$ cat src/rtl/tod_pkg.sv
`timescale 1ns/1ps
package tod_pkg;
  localparam int NUM_TIME = 8;
  localparam int IDX_W    = 5;
  localparam int IDX_INT  = 16;
  localparam int IDX_CMD  = 17;

  localparam int F_CSEC = 0;
  localparam int F_HOUR = 1;
  localparam int F_MIN  = 2;
  localparam int F_SEC  = 3;
  localparam int F_MON  = 4;
  localparam int F_DAY  = 5;
  localparam int F_YEAR = 6;
  localparam int F_DOW  = 7;

  localparam int CMD_RUN_BIT = 3;
  localparam int CMD_IE_BIT  = 4;

  typedef enum logic [2:0] {
    RATE_CENTI = 3'd0,
    RATE_DECI  = 3'd1,
    RATE_SEC   = 3'd2,
    RATE_MIN   = 3'd3,
    RATE_HOUR  = 3'd4,
    RATE_DAY   = 3'd5
  } rate_e;

  // Next value of a cyclic field: wraps to 'first' once 'last' is reached.
  function automatic logic [7:0] step(input logic [7:0] v, input logic [7:0] last,
                                      input logic [7:0] first);
    return (v >= last) ? first : v + 8'd1;
  endfunction

  function automatic logic [7:0] month_days(input logic [7:0] mon, input logic [7:0] yoff,
                                            input int base);
    logic leap;
    leap = ((base + int'(yoff)) % 4) == 0;
    case (mon)
      8'd2:                    return leap ? 8'd29 : 8'd28;
      8'd4, 8'd6, 8'd9, 8'd11: return 8'd30;
      default:                 return 8'd31;
    endcase
  endfunction

  function automatic logic [7:0] field_reset(input int i);
    return (i == F_MON || i == F_DAY) ? 8'd1 : 8'd0;
  endfunction
endpackage

$ cat src/rtl/tod_time.sv
`timescale 1ns/1ps
module tod_time
  import tod_pkg::*;
#(
  parameter int BASE_YEAR = 1968
) (
  input  logic        clk,
  input  logic        rst_n,
  input  logic        adv_i,
  input  logic        wr_en_i,
  input  logic [2:0]  wr_sel_i,
  input  logic [7:0]  wr_data_i,
  output logic [63:0] fields_o,
  output logic        cs_wrap_o,
  output logic        sec_wrap_o,
  output logic        min_wrap_o,
  output logic        hr_wrap_o
);
  logic [7:0] f_q [NUM_TIME];
  logic [7:0] f_d [NUM_TIME];
  logic [7:0] dim;
  logic       day_wrap, mon_wrap;

  assign dim        = month_days(f_q[F_MON], f_q[F_YEAR], BASE_YEAR);
  assign cs_wrap_o  = f_q[F_CSEC] >= 8'd99;
  assign sec_wrap_o = cs_wrap_o  && (f_q[F_SEC]  >= 8'd59);
  assign min_wrap_o = sec_wrap_o && (f_q[F_MIN]  >= 8'd59);
  assign hr_wrap_o  = min_wrap_o && (f_q[F_HOUR] >= 8'd23);
  assign day_wrap   = hr_wrap_o  && (f_q[F_DAY]  >= dim);
  assign mon_wrap   = day_wrap   && (f_q[F_MON]  >= 8'd12);

  always_comb begin
    f_d = f_q;
    if (wr_en_i) begin
      f_d[wr_sel_i] = wr_data_i;
    end else if (adv_i) begin
      f_d[F_CSEC] = step(f_q[F_CSEC], 8'd99, 8'd0);
      if (cs_wrap_o)  f_d[F_SEC]  = step(f_q[F_SEC], 8'd59, 8'd0);
      if (sec_wrap_o) f_d[F_MIN]  = step(f_q[F_MIN], 8'd59, 8'd0);
      if (min_wrap_o) f_d[F_HOUR] = step(f_q[F_HOUR], 8'd23, 8'd0);
      if (hr_wrap_o) begin
        f_d[F_DAY] = step(f_q[F_DAY], dim, 8'd1);
        f_d[F_DOW] = step(f_q[F_DOW], 8'd6, 8'd0);
      end
      if (day_wrap)   f_d[F_MON]  = step(f_q[F_MON], 8'd12, 8'd1);
      if (mon_wrap)   f_d[F_YEAR] = f_q[F_YEAR] + 8'd1;
    end
  end

  always_ff @(posedge clk) begin
    if (!rst_n) begin
      for (int i = 0; i < NUM_TIME; i++) f_q[i] <= field_reset(i);
    end else begin
      f_q <= f_d;
    end
  end

  for (genvar g = 0; g < NUM_TIME; g++) begin : g_flat
    assign fields_o[g*8 +: 8] = f_q[g];
  end

  AST_CSEC_WRAP: assert property (@(posedge clk) disable iff (!rst_n)
    (adv_i && !wr_en_i && fields_o[7:0] >= 8'd99) |=> fields_o[7:0] == 8'd0);
  AST_HOLD_STOPPED: assert property (@(posedge clk) disable iff (!rst_n)
    (!adv_i && !wr_en_i) |=> $stable(fields_o));
endmodule

$ cat src/rtl/tod_periodic.sv
`timescale 1ns/1ps
module tod_periodic
  import tod_pkg::*;
(
  input  logic       clk,
  input  logic       rst_n,
  input  logic       adv_i,
  input  logic [2:0] rate_i,
  input  logic [7:0] cs_i,
  input  logic       cs_wrap_i,
  input  logic       sec_wrap_i,
  input  logic       min_wrap_i,
  input  logic       hr_wrap_i,
  input  logic       mask_wr_i,
  input  logic [6:0] mask_data_i,
  input  logic       rd_clr_i,
  output logic       pending_o,
  output logic [6:0] mask_o,
  output logic       evt_o
);
  logic hit;
  logic set_pend;

  always_comb begin
    case (rate_i)
      RATE_CENTI: hit = 1'b1;
      RATE_DECI:  hit = (cs_i % 8'd10) == 8'd9;
      RATE_SEC:   hit = cs_wrap_i;
      RATE_MIN:   hit = sec_wrap_i;
      RATE_HOUR:  hit = min_wrap_i;
      RATE_DAY:   hit = hr_wrap_i;
      default:    hit = 1'b0;
    endcase
  end

  assign evt_o    = adv_i && hit;
  assign set_pend = evt_o && mask_o[0];

  always_ff @(posedge clk) begin
    if (!rst_n) begin
      pending_o <= 1'b0;
      mask_o    <= '0;
    end else begin
      if (mask_wr_i) mask_o <= mask_data_i;
      if (set_pend) pending_o <= 1'b1;
      else if (rd_clr_i || mask_wr_i) pending_o <= 1'b0;
    end
  end

  AST_EVT_SETS_PENDING: assert property (@(posedge clk) disable iff (!rst_n)
    (evt_o && mask_o[0] && !mask_wr_i) |=> pending_o);
  AST_READ_CLEARS: assert property (@(posedge clk) disable iff (!rst_n)
    (rd_clr_i && !evt_o) |=> !pending_o);
endmodule

$ cat src/rtl/tod_clock.sv
`timescale 1ns/1ps
module tod_clock
  import tod_pkg::*;
#(
  parameter int ADDR_W     = 6,
  parameter int ADDR_SHIFT = 1,
  parameter int BASE_YEAR  = 1968
) (
  input  logic              clk,
  input  logic              rst_n,
  input  logic              tick,
  input  logic              bus_sel,
  input  logic              bus_wr,
  input  logic [ADDR_W-1:0] bus_addr,
  input  logic [7:0]        bus_wdata,
  output logic [7:0]        bus_rdata,
  output logic              irq
);
  logic [IDX_W-1:0] idx;
  logic             acc_wr, acc_rd, time_wr, cmp_wr, adv;
  logic [7:0]       cmd_q;
  logic [7:0]       cmp_q [NUM_TIME];
  logic [63:0]      fields;
  logic             cs_wrap, sec_wrap, min_wrap, hr_wrap;
  logic             pending, evt;
  logic [6:0]       mask;

  assign idx     = IDX_W'(bus_addr >> ADDR_SHIFT);
  assign acc_wr  = bus_sel && bus_wr;
  assign acc_rd  = bus_sel && !bus_wr;
  assign time_wr = acc_wr && (idx < IDX_W'(NUM_TIME));
  assign cmp_wr  = acc_wr && (idx >= IDX_W'(NUM_TIME)) && (idx < IDX_W'(2*NUM_TIME));
  assign adv     = tick && cmd_q[CMD_RUN_BIT] && !time_wr;

  tod_time #(.BASE_YEAR(BASE_YEAR)) u_time (
    .clk, .rst_n, .adv_i(adv), .wr_en_i(time_wr), .wr_sel_i(idx[2:0]),
    .wr_data_i(bus_wdata), .fields_o(fields), .cs_wrap_o(cs_wrap),
    .sec_wrap_o(sec_wrap), .min_wrap_o(min_wrap), .hr_wrap_o(hr_wrap)
  );

  tod_periodic u_per (
    .clk, .rst_n, .adv_i(adv), .rate_i(cmd_q[2:0]), .cs_i(fields[7:0]),
    .cs_wrap_i(cs_wrap), .sec_wrap_i(sec_wrap), .min_wrap_i(min_wrap),
    .hr_wrap_i(hr_wrap),
    .mask_wr_i(acc_wr && idx == IDX_W'(IDX_INT)), .mask_data_i(bus_wdata[6:0]),
    .rd_clr_i(acc_rd && idx == IDX_W'(IDX_INT)),
    .pending_o(pending), .mask_o(mask), .evt_o(evt)
  );

  for (genvar g = 0; g < NUM_TIME; g++) begin : g_cmp
    always_ff @(posedge clk) begin
      if (!rst_n) cmp_q[g] <= 8'd0;
      else if (cmp_wr && idx[2:0] == 3'(g)) cmp_q[g] <= bus_wdata;
    end
  end

  always_ff @(posedge clk) begin
    if (!rst_n) cmd_q <= 8'd0;
    else if (acc_wr && idx == IDX_W'(IDX_CMD)) cmd_q <= bus_wdata;
  end

  always_comb begin
    if (idx < IDX_W'(NUM_TIME))        bus_rdata = fields[{idx[2:0], 3'b000} +: 8];
    else if (idx < IDX_W'(2*NUM_TIME)) bus_rdata = cmp_q[idx[2:0]];
    else if (idx == IDX_W'(IDX_INT))   bus_rdata = {pending, mask};
    else                               bus_rdata = 8'hFF;
  end

  assign irq = pending && cmd_q[CMD_IE_BIT];

  AST_CMD_READS_ONES: assert property (@(posedge clk) disable iff (!rst_n)
    (acc_rd && idx >= IDX_W'(IDX_CMD)) |-> bus_rdata == 8'hFF);
  AST_COLLIDE_KEEPS: assert property (@(posedge clk) disable iff (!rst_n)
    (evt && mask[0] && acc_rd) |=> pending);
endmodule

$ cat config.mk
export PLATFORM = sky130hd
export DESIGN_NAME = tod_clock
export DESIGN_NICKNAME = d
export VERILOG_FILES = /design/src/rtl/tod_pkg.sv /design/src/rtl/tod_time.sv /design/src/rtl/tod_periodic.sv /design/src/rtl/tod_clock.sv
export SDC_FILE = /design/constraint.sdc
export NUM_CORES = 1
export LEC_CHECK = 0
export ABC_AREA = 1
export BUFFER_PORTS_ARGS = -buffer_cell sky130_fd_sc_hd__buf_4
export CORE_MARGIN = 5
export CORE_UTILIZATION = 35
export CTS_CLUSTER_DIAMETER = 100
export CTS_CLUSTER_SIZE = 40
export DETAILED_ROUTE_END_ITERATION = 7
export GPL_TIMING_DRIVEN = 0
export PLACE_DENSITY = 0.54
export SLEW_MARGIN = 25
export SYNTH_ARGS = -nofsm -noshare
export SYNTH_HDL_FRONTEND = slang
export SYNTH_SLANG_ARGS = --single-unit
$ cat constraint.sdc
create_clock -name clk -period 4.9 [get_ports clk]
set_input_delay 0.245 -clock clk [delete_from_list [all_inputs] [get_ports clk]]
set_output_delay 0.245 -clock clk [all_outputs]
set_load 0.02 [all_outputs]
==> flow_summary.toml, run 1 <==
[outcome]
run_status = "complete, no violations"

[die]
num_io_pins = 28
start_util_pct = 35.59
design.die.area_um2 = 25270
fp-row-count = 54
coreArea_um2 = 21820
die-height_um = 159.0
die_x_um = 159.0

[final_layout]
nets = 1041
num_antenna_cells = 0
area_delta_synth_final_pct = 13.63
fill_count = 2244
sequential_cell_area_um2 = 3463
multi_input_area_um2 = 3722
final_core_utilization_pct = 40.44
final_layout_size_suffix_gt1_share_pct = 11.59

[worst_setup_path]
crit_type = "flop to flop"
reg2regPathDepth = 15
worstPathMaxFanout = 10
critPathLaunchType = "flop"
cp.required_ps = 5190
setup.worst_path.end_class = "flop"
r2r-end = "u_time.fields_o[51]"
reg2reg_from = "u_time.fields_o[36]"
rrSetupSlack_ps = 1580
critPathArrivalTime_ps = 3610
critPathLaunch = "u_time.fields_o[36]"

[sta]
post-route-period-util_pct = 67.83
timing.clock.skew_ps = 6.192
setup_viol = 0
timing_hold_violations_final = 0
setup_repair_after_global_routing_missed_its_margin = "no"
totalNegativeSetupSlack_ps = 0
finalMaxSlewViolations = 0
min_period_ps = 3323
maxClockFrequency_ghz = 0.3009
worst_slew_pin_slew_ps = 802.2
max-slew-margin-rel_pct = 46.52

[yosys]
most_used_standard_cell_by_instance_count_after_synthesis = "sky130_fd_sc_hd__nand2_1"
leading_cell_types_by_total_area_after_synthesis = "sky130_fd_sc_hd__edfxtp_1, sky130_fd_sc_hd__dfxtp_1, sky130_fd_sc_hd__nand2_1, sky130_fd_sc_hd__nor2_1, sky130_fd_sc_hd__inv_1"
top_cell_type_by_total_area_after_synthesis = "sky130_fd_sc_hd__edfxtp_1"
post_synthesis_instance_area_um2 = 7767
ys.flop_type = "sky130_fd_sc_hd__dfxtp_1"
synth-edff-count = 64
ys_warn_count = 0
synth_seq_area_share_pct = 44.59
synth_top_area_share_pct = 24.74
synth.lib_cells_used.distinct = 55
async_reset_ff_share_pct = 0
synth_cells = 965
commonest_cells_post_synth = "sky130_fd_sc_hd__nand2_1, sky130_fd_sc_hd__nor2_1, sky130_fd_sc_hd__inv_1"
yosys_register_bits = 141
synthesis.nets = 1001
postSynthAreaPerCell_um2 = 8.049

[min_path]
worst_hold_path.endpoint = "u_per.pending_o"
hold_class = "input pin to flop"
worstHoldStart = "bus_sel"
whs_path_depth = 4

[run]
drv_cap = 0

[global_routing]
vias_in_the_first_global_route = 6832
grt_max_degree = 17
grtUsageTotal_pct = 20.43
grt_antenna_before_repair = 0
globalRouteOverflowTotal = 0
grt_pass1_wl_um = 40340

[route]
post_drt_wl_per_cell_um = 20.34
dr.pass1.iters = 5
post_drt_via_cell_ratio = 5.579
vias = 7241
drt_iter0_markers = 860
remaining_drc_errors = 0
routed_wirelength_um = 26400
postRouteAntennaNets = 0

[clocking]
worstSkewPairLatency_ps = 430
quantity_of_gates_resized_following_cts = 0
clk_root_buffer_cell = "sky130_fd_sc_hd__clkbuf_16"
cts-hold-fix-buffers = 0
clock_sink_count = 141
htree_num_levels = 4
postCtsSetupRepairBufs = 0
cts_tree = "built"
inserted_clock_buffers = 17
clkTransAtPathRegs_ps = 70
clock_path_buffers = 2

[power]
powerDensity_nw_per_um2 = 309.1
peak_supply_drop_mv = 0.2264
cellLeakagePower_nw = 3.245

[placed_design]
input_output_buffers = 21
gpl.final_weighted_congestion = 0.9191
post-dp-hpwl_um = 19410
-- logic make-up after synthesis --
logic type                 count (synthesis)  synth area share, %
adders and majority gates                 17                2.738
buffers and inverters                    147                7.490
DFF                                      141                44.59
xor gates and xnor gates                   9                1.015
AOI/OAI and AO/OA                        252                21.84
and+or+nand+nor                          399                22.33
-- how the worst max path moves through the flow --
| stage | cells after the start | slack [ps] | end |
|---|---|---|---|
| global route | 15 | 1150 | u_time.fields_o[49] |
| global placement | 15 | 1680 | u_time.fields_o[48] |
| CTS | 15 | 1620 | u_time.fields_o[51] |
| finish | 15 | 1580 | u_time.fields_o[51] |
| floorplan | 15 | 2200 | u_time.fields_o[49] |
| detailed placement | 15 | 1630 | u_time.fields_o[52] |
-- area by class of cell --
| type | instances | share of cell area, % |
|---|---|---|
| well taps | 280 | 3.969 |
| flip-flops and latches | 141 | 39.24 |
| clock inverters | 15 | 1.418 |
| multi-input cells | 677 | 42.17 |
| repair buffers | 21 | 1.786 |
| plain buffers | 41 | 2.027 |
| clock buffers | 17 | 4.820 |
| inverters | 106 | 4.565 |
-- report_power, final --
part / leakage (nW) / switching [W] / internal, W / total, W
Clock: 0.275 / 0.000580 / 0.000666 / 0.00125
Combinational: 1.74 / 0.000160 / 0.0000520 / 0.000212
Sequential: 1.23 / 0.0000117 / 0.00126 / 0.00127
-- flip-flops by register name (all words and copies together) (netlist names) --
register         count
u_time.fields_o     64
cmd_q                5
cmp_q               64
u_per.mask_o         7
u_per.pending_o      1
-- cell usage in the layout (no fill, tap or decap), drive strengths merged, types with 3 or more instances in the layout --
| cell type | Yosys | final |
|---|---|---|
| a221oi | 18 | 18 |
| clkbuf | 33 | 50 |
| o2111ai | 3 | 3 |
| ha | 17 | 17 |
| o22ai | 26 | 26 |
| edfxtp | 64 | 64 |
| clkinv | 3 | 8 |
| nand4 | 4 | 4 |
| xor2 | 6 | 6 |
| o21ai | 60 | 60 |
| buf | 8 | 29 |
| nor2 | 139 | 139 |
| a21oi | 54 | 54 |
| o211ai | 4 | 4 |
| nand3 | 63 | 63 |
| a211oi | 13 | 13 |
| xnor2 | 3 | 3 |
| nand2 | 183 | 183 |
| o31ai | 4 | 4 |
| a22oi | 33 | 33 |
| dfxtp | 77 | 77 |
| o311ai | 4 | 4 |
| inv | 103 | 113 |
| a31oi | 21 | 21 |
| nor3 | 6 | 6 |
| o2bb2ai | 3 | 3 |
-- metal layers --
metal | track usage (%) | part of all wire (%)
met5 | 0 | 0
met4 | 6.786 | 2.6
met3 | 4.142 | 6.8
met2 | 32.18 | 45
met1 | 28.16 | 45
-- critical path: stages, from the launching register on --
cell and delay (ps):
sky130_fd_sc_hd__dfxtp_1 330, sky130_fd_sc_hd__nor4_1 570, sky130_fd_sc_hd__inv_1 120, sky130_fd_sc_hd__o41ai_1 270, sky130_fd_sc_hd__inv_1 80, sky130_fd_sc_hd__ha_1 280, sky130_fd_sc_hd__inv_1 30, sky130_fd_sc_hd__a21boi_0 140
sky130_fd_sc_hd__nor2_1 60, sky130_fd_sc_hd__o31ai_1 450, sky130_fd_sc_hd__a21oi_2 190, sky130_fd_sc_hd__nor2_4 190, sky130_fd_sc_hd__inv_2 60, sky130_fd_sc_hd__buf_6 150, sky130_fd_sc_hd__a221oi_2 200, sky130_fd_sc_hd__a211oi_2 50
-- metrics by stage --
step | instance area [um2] | cells | total power [W] | setup slack, ps | hold WS, ps
floorplan | 7767 | 965 | 0.001410 | 2202 | 392.2
global placement | 8275 | 1266 | 0.001507 | 1685 | 467.8
detailed placement | 8275 | 1266 | 0.001507 | 1632 | 473.1
CTS | 8826 | 1298 | 0.002736 | 1621 | 106.9
global route | 8826 | 1298 | 0.002813 | 1149 | 136.2
finish | 8826 | 1298 | 0.002728 | 1577 | 118.3
Power figures use the tool's default switching activity.
==> inputs of run 2 (changes only) <==
==> constraint.sdc (replaced) <==
create_clock -name clk -period 3.35 [get_ports clk]
set_input_delay 0.1675 -clock clk [delete_from_list [all_inputs] [get_ports clk]]
set_output_delay 0.1675 -clock clk [all_outputs]
set_load 0.02 [all_outputs]
==> run 2 against run 1 <==
Net effect: critical path depth is 1 higher; final cell count stayed put; non-clock buffer count stayed put; largest cell class unchanged; worst setup slack worse by 1200 ps; critical path type unchanged; largest power group unchanged; combinational power is 47% higher; total power is 46% higher; cell area is 0.23% higher; clock skew hardly changed.
==> flow_summary.toml, run 2 (same netlist as run 1, synthesis figures left out) <==
[outcome]
run_status = "complete, no violations"

[global_routing]
grt_max_degree = 17
grt_pass1_wl_um = 40340
grtUsageTotal_pct = 20.43
grt_antenna_before_repair = 0
vias_in_the_first_global_route = 6832
globalRouteOverflowTotal = 0

[route]
routed_wirelength_um = 26370
vias = 7184
postRouteAntennaNets = 0
post_drt_wl_per_cell_um = 20.32
remaining_drc_errors = 0
post_drt_via_cell_ratio = 5.535
dr.pass1.iters = 5
drt_iter0_markers = 861

[final_layout]
layout_common_cells = "sky130_fd_sc_hd__nand2_1, sky130_fd_sc_hd__nor2_1, sky130_fd_sc_hd__inv_1"
final_core_utilization_pct = 40.53
final_common_cell = "sky130_fd_sc_hd__nand2_1"
final_layout_size_suffix_gt1_share_pct = 11.79
area_delta_synth_final_pct = 13.89
fill_count = 2244
sequential_cell_area_um2 = 3463
nets = 1041
num_antenna_cells = 0
multi_input_area_um2 = 3742

[worst_setup_path]
rrSetupSlack_ps = 380
critPathArrivalTime_ps = 3260
reg2regPathDepth = 16
r2r-end = "u_time.fields_o[51]"
crit_type = "flop to flop"
worstPathMaxFanout = 10
critPathLaunch = "u_time.fields_o[32]"
setup.worst_path.end_class = "flop"
cp.required_ps = 3640
critPathLaunchType = "flop"
critPathCapture = "u_time.fields_o[51]"
reg2reg_from = "u_time.fields_o[32]"

[die]
design.die.area_um2 = 25270
coreArea_um2 = 21820
fp-row-count = 54
start_util_pct = 35.59
die_x_um = 159.0
die-height_um = 159.0
num_io_pins = 28

[sta]
timing_hold_violations_final = 0
finalMaxSlewViolations = 0
post-route-worst-setup-slack_ps = 375.8
setup_viol = 0
timing.clock.skew_ps = 6.449
post-route-period-util_pct = 88.78
worst_slew_pin_slew_ps = 766.9
maxClockFrequency_ghz = 0.3362
setup_repair_after_global_routing_missed_its_margin = "no"
max-slew-margin-rel_pct = 48.23
totalNegativeSetupSlack_ps = 0
holdWs_ps = 37.58
min_period_ps = 2974

[power]
peak_supply_drop_mv = 0.3345
cellLeakagePower_nw = 3.254
powerDensity_nw_per_um2 = 450.9
total_power_w = 0.003989

[clocking]
clock_sink_count = 141
htree_num_levels = 4
clk_root_buffer_cell = "sky130_fd_sc_hd__clkbuf_16"
worstSkewPairLatency_ps = 430
cts_tree = "built"
inserted_clock_buffers = 17
clock_path_buffers = 2
clkTransAtPathRegs_ps = 70

[min_path]
whs_path_depth = 4
hold_class = "input pin to flop"

[placed_design]
input_output_buffers = 21
dp_worst_setup_slack_ps = 81.54
gpl.final_weighted_congestion = 0.9191
post-dp-hpwl_um = 19410

[run]
drv_cap = 0
-- run 2: through the flow --
stage | instances | instance area [um2]
floorplan | 965 | 7767
global placement | 1266 | 8275
detailed placement | 1266 | 8275
CTS | 1298 | 8826
global route | 1298 | 8846
finish | 1298 | 8846
-- run 2: worst min-delay path by stage --
stage / start / endpoint / slack [ps]
floorplan: bus_wdata[3] / u_time.fields_o[3] / 310
CTS: bus_sel / u_per.pending_o / 30
detailed placement: u_time.fields_o[13] / u_time.fields_o[13] / 470
global placement: u_time.fields_o[15] / u_time.fields_o[15] / 470
finish: bus_sel / u_per.pending_o / 40
global route: bus_sel / u_per.pending_o / 60
-- run 2: cell type report --
type,count,area share (%)
Multi-Input combinational cell,677,42.31
Sequential cell,141,39.15
Clock buffer,17,4.809
Inverter,106,4.554
Tap cell,280,3.960
Buffer,41,2.023
Timing Repair Buffer,21,1.782
Clock inverter,15,1.414
-- run 2: metal layers --
metal | vias up | routed length, um | GRT usage, %
met4 | 0 | 724 | 6.786
met2 | 228 | 11990 | 32.18
li1 | 3452 | - | -
met5 | - | 0 | 0
met1 | 3459 | 12050 | 28.16
met3 | 45 | 1611 | 4.142
-- run 2: power by group --
group,internal (W),switching (W)
sequential,0.00184,0.0000172
combinational,0.0000763,0.000236
clock,0.000973,0.000845
-- run 2: worst max-delay path, cell delays in order, from the launching register on --
cell	delay, ps
sky130_fd_sc_hd__dfxtp_1	350
sky130_fd_sc_hd__inv_1	160
sky130_fd_sc_hd__ha_1	190
sky130_fd_sc_hd__inv_1	60
sky130_fd_sc_hd__o41ai_1	340
sky130_fd_sc_hd__inv_1	80
sky130_fd_sc_hd__ha_1	280
sky130_fd_sc_hd__inv_1	30
sky130_fd_sc_hd__a21boi_0	140
sky130_fd_sc_hd__nor2_1	70
sky130_fd_sc_hd__o31ai_2	320
sky130_fd_sc_hd__a21oi_2	160
sky130_fd_sc_hd__nor2_4	180
sky130_fd_sc_hd__inv_2	60
sky130_fd_sc_hd__buf_6	150
sky130_fd_sc_hd__a221oi_2	200
sky130_fd_sc_hd__a211oi_2	50
-- run 2: what timing repair did --
item / CTS / global route
hold buffers: 0 / 0
gates resized for setup: 0 / 3
setup buffers: 0 / 0
setup endpoints to repair: 0 / 21
==> inputs of run 3 (changes only) <==
--- a/config.mk
+++ b/config.mk
@@ -14,6 +14,7 @@
 export DETAILED_ROUTE_END_ITERATION = 7
 export GPL_TIMING_DRIVEN = 0
 export PLACE_DENSITY = 0.54
+export REMOVE_ABC_BUFFERS = 1
 export SLEW_MARGIN = 25
 export SYNTH_ARGS = -nofsm -noshare
 export SYNTH_HDL_FRONTEND = slang
==> run 3 against run 2 <==
Net effect: final cell count is 2.8% lower; combinational power shrank 4%; largest power group is now clock; clock-buffer cell count did not move; worst setup slack lost 180 ps; flip-flop and latch count is the same.
==> flow_summary.toml, run 3 (same netlist as run 1, synthesis figures left out) <==
[outcome]
run_status = "complete, no violations"

[final_layout]
area_delta_synth_final_pct = 12.53
sequential_cell_area_um2 = 3463
layout_common_cells = "sky130_fd_sc_hd__nand2_1, sky130_fd_sc_hd__nor2_1, sky130_fd_sc_hd__inv_1"
final_cell_count_no_fill = 1262
num_antenna_cells = 0
final_common_cell = "sky130_fd_sc_hd__nand2_1"
final_layout_size_suffix_gt1_share_pct = 12.12
fill_count = 2242
multi_input_area_um2 = 3747
nets = 1005

[clocking]
inserted_clock_buffers = 17
worstSkewPairLatency_ps = 430
clock_sink_count = 141
postCtsSetupRepairBufs = 0
cts_tree = "built"
clk_root_buffer_cell = "sky130_fd_sc_hd__clkbuf_16"
htree_num_levels = 4
clkTransAtPathRegs_ps = 70
clock_path_buffers = 2
cts-hold-fix-buffers = 0

[die]
design.die.area_um2 = 25270
num_io_pins = 28
die-height_um = 159.0
start_util_pct = 35.59
fp-row-count = 54
die_x_um = 159.0
coreArea_um2 = 21820

[route]
remaining_drc_errors = 0
dr.pass1.iters = 8
vias = 6911
post_drt_wl_per_cell_um = 19.60
routed_wirelength_um = 24730
postRouteAntennaNets = 0
post_drt_via_cell_ratio = 5.476
drt_iter0_markers = 667

[run]
drv_cap = 0

[global_routing]
grt_antenna_before_repair = 0
vias_in_the_first_global_route = 6551
globalRouteOverflowTotal = 0
grtUsageTotal_pct = 19.30
gr-usage-met3_pct = 4.038
grt.met1_usage_pct = 27.33
grt_max_degree = 59
gr-max-usage-layer = "met2"
grt.met2_usage_pct = 30.01
grt_pass1_wl_um = 38380

[worst_setup_path]
crit_type = "input pin to primary output"
critPathCapture = "bus_rdata[2]"
critical-path-max-stage-delay_ps = 870
reg2reg_from = "u_time.fields_o[32]"
reg2regPathDepth = 15
critical-path-top-delay-family = "buffers and inverters"
cp.depth = 8
timing.critical_path.cells = "buf_4 -> nand2_1 -> clkinv_1 -> nand2_1 -> o21ai_0 -> o311ai_0 -> nand3_1 -> buf_4"
critPathBufInv = 3
cp.required_ps = 3180
rrSetupSlack_ps = 280
setup.worst_path.end_class = "primary output"
critPathLaunchType = "input pin"
critPathLaunch = "bus_addr[2]"
worstPathMaxFanout = 25
slowest_stage = "sky130_fd_sc_hd__clkinv_1"
r2r-end = "u_time.fields_o[55]"
critPathArrivalTime_ps = 2980

[placed_design]
input_output_buffers = 26
gpl.final_weighted_congestion = 0.8735
post-dp-hpwl_um = 16740
dp.cells = 1230
dp_worst_setup_slack_ps = -112.5

[power]
peak_supply_drop_mv = 0.2580
powerDensity_nw_per_um2 = 461.4
total_power_w = 0.004033
cellLeakagePower_nw = 3.205

[sta]
post-route-period-util_pct = 94.02
setup_repair_after_global_routing_missed_its_margin = "no"
worst_slew_pin_slew_ps = 997.9
holdWs_ps = 56.10
maxClockFrequency_ghz = 0.3175
post-route-worst-setup-slack_ps = 200.3
finalMaxSlewViolations = 0
timing.clock.skew_ps = 5.867
max-slew-margin-rel_pct = 33.23
totalNegativeSetupSlack_ps = 0
setup_viol = 0
min_period_ps = 3150
timing_hold_violations_final = 0

[min_path]
hold_class = "input pin to flop"
worstHoldStart = "bus_wdata[0]"
[run 3: where the power goes]
part / internal (W) / switching (W)
clock: 0.00105 / 0.000830
sequential: 0.00184 / 0.0000157
combinational: 0.0000713 / 0.000227
total: 0.00296 / 0.00107
[run 3: routing by layer]
metal / vias up / part of all wire [%]
li1: 3376 / -
met1: 3298 / 46
met2: 204 / 46
met3: 33 / 6.0
met4: 0 / 1.8
met5: - / 0
[run 3: how the worst min path moves through the flow]
stage | to | slack [ps] | depth (start not counted)
finish | u_time.fields_o[24] | 60 | 3
global route | u_per.pending_o | 50 | 4
CTS | u_time.fields_o[24] | 40 | 3
detailed placement | u_time.fields_o[46] | 470 | 2
global placement | u_time.fields_o[30] | 470 | 2
floorplan | u_time.fields_o[29] | 270 | 2
[run 3: worst register-to-register path: stages, from the launching register on]
cell and delay [ps]:
sky130_fd_sc_hd__dfxtp_1 340, sky130_fd_sc_hd__inv_1 170, sky130_fd_sc_hd__ha_1 190, sky130_fd_sc_hd__inv_1 60
sky130_fd_sc_hd__o41ai_1 350, sky130_fd_sc_hd__inv_1 90, sky130_fd_sc_hd__ha_1 290, sky130_fd_sc_hd__inv_1 40
sky130_fd_sc_hd__a21boi_0 140, sky130_fd_sc_hd__nor2_1 90, sky130_fd_sc_hd__o31ai_4 290, sky130_fd_sc_hd__a21oi_2 150
sky130_fd_sc_hd__nor2_4 190, sky130_fd_sc_hd__inv_2 170, sky130_fd_sc_hd__a221oi_1 310, sky130_fd_sc_hd__a211oi_2 50
[run 3: cell type report]
| class | count | area share [%] |
|---|---|---|
| Sequential cell | 141 | 39.62 |
| Tap cell | 280 | 4.008 |
| Clock buffer | 17 | 4.867 |
| Multi-Input combinational cell | 677 | 42.87 |
| Timing Repair Buffer | 26 | 2.233 |
| Clock inverter | 15 | 1.761 |
| Inverter | 106 | 4.638 |
[run 3: through the flow]
stage / utilization [%] / instance area (um2)
after floorplan: - / 7589
after global placement: 37.27 / 8134
after detailed placement: 37.31 / 8142
after CTS: 39.98 / 8726
after global routing: 40.05 / 8741
final: 40.05 / 8741
[run 3: what timing repair did]
action                                  CTS  global route
gates resized for setup                   1             2
gates cloned                              0             0
endpoints found under the setup margin    6            12
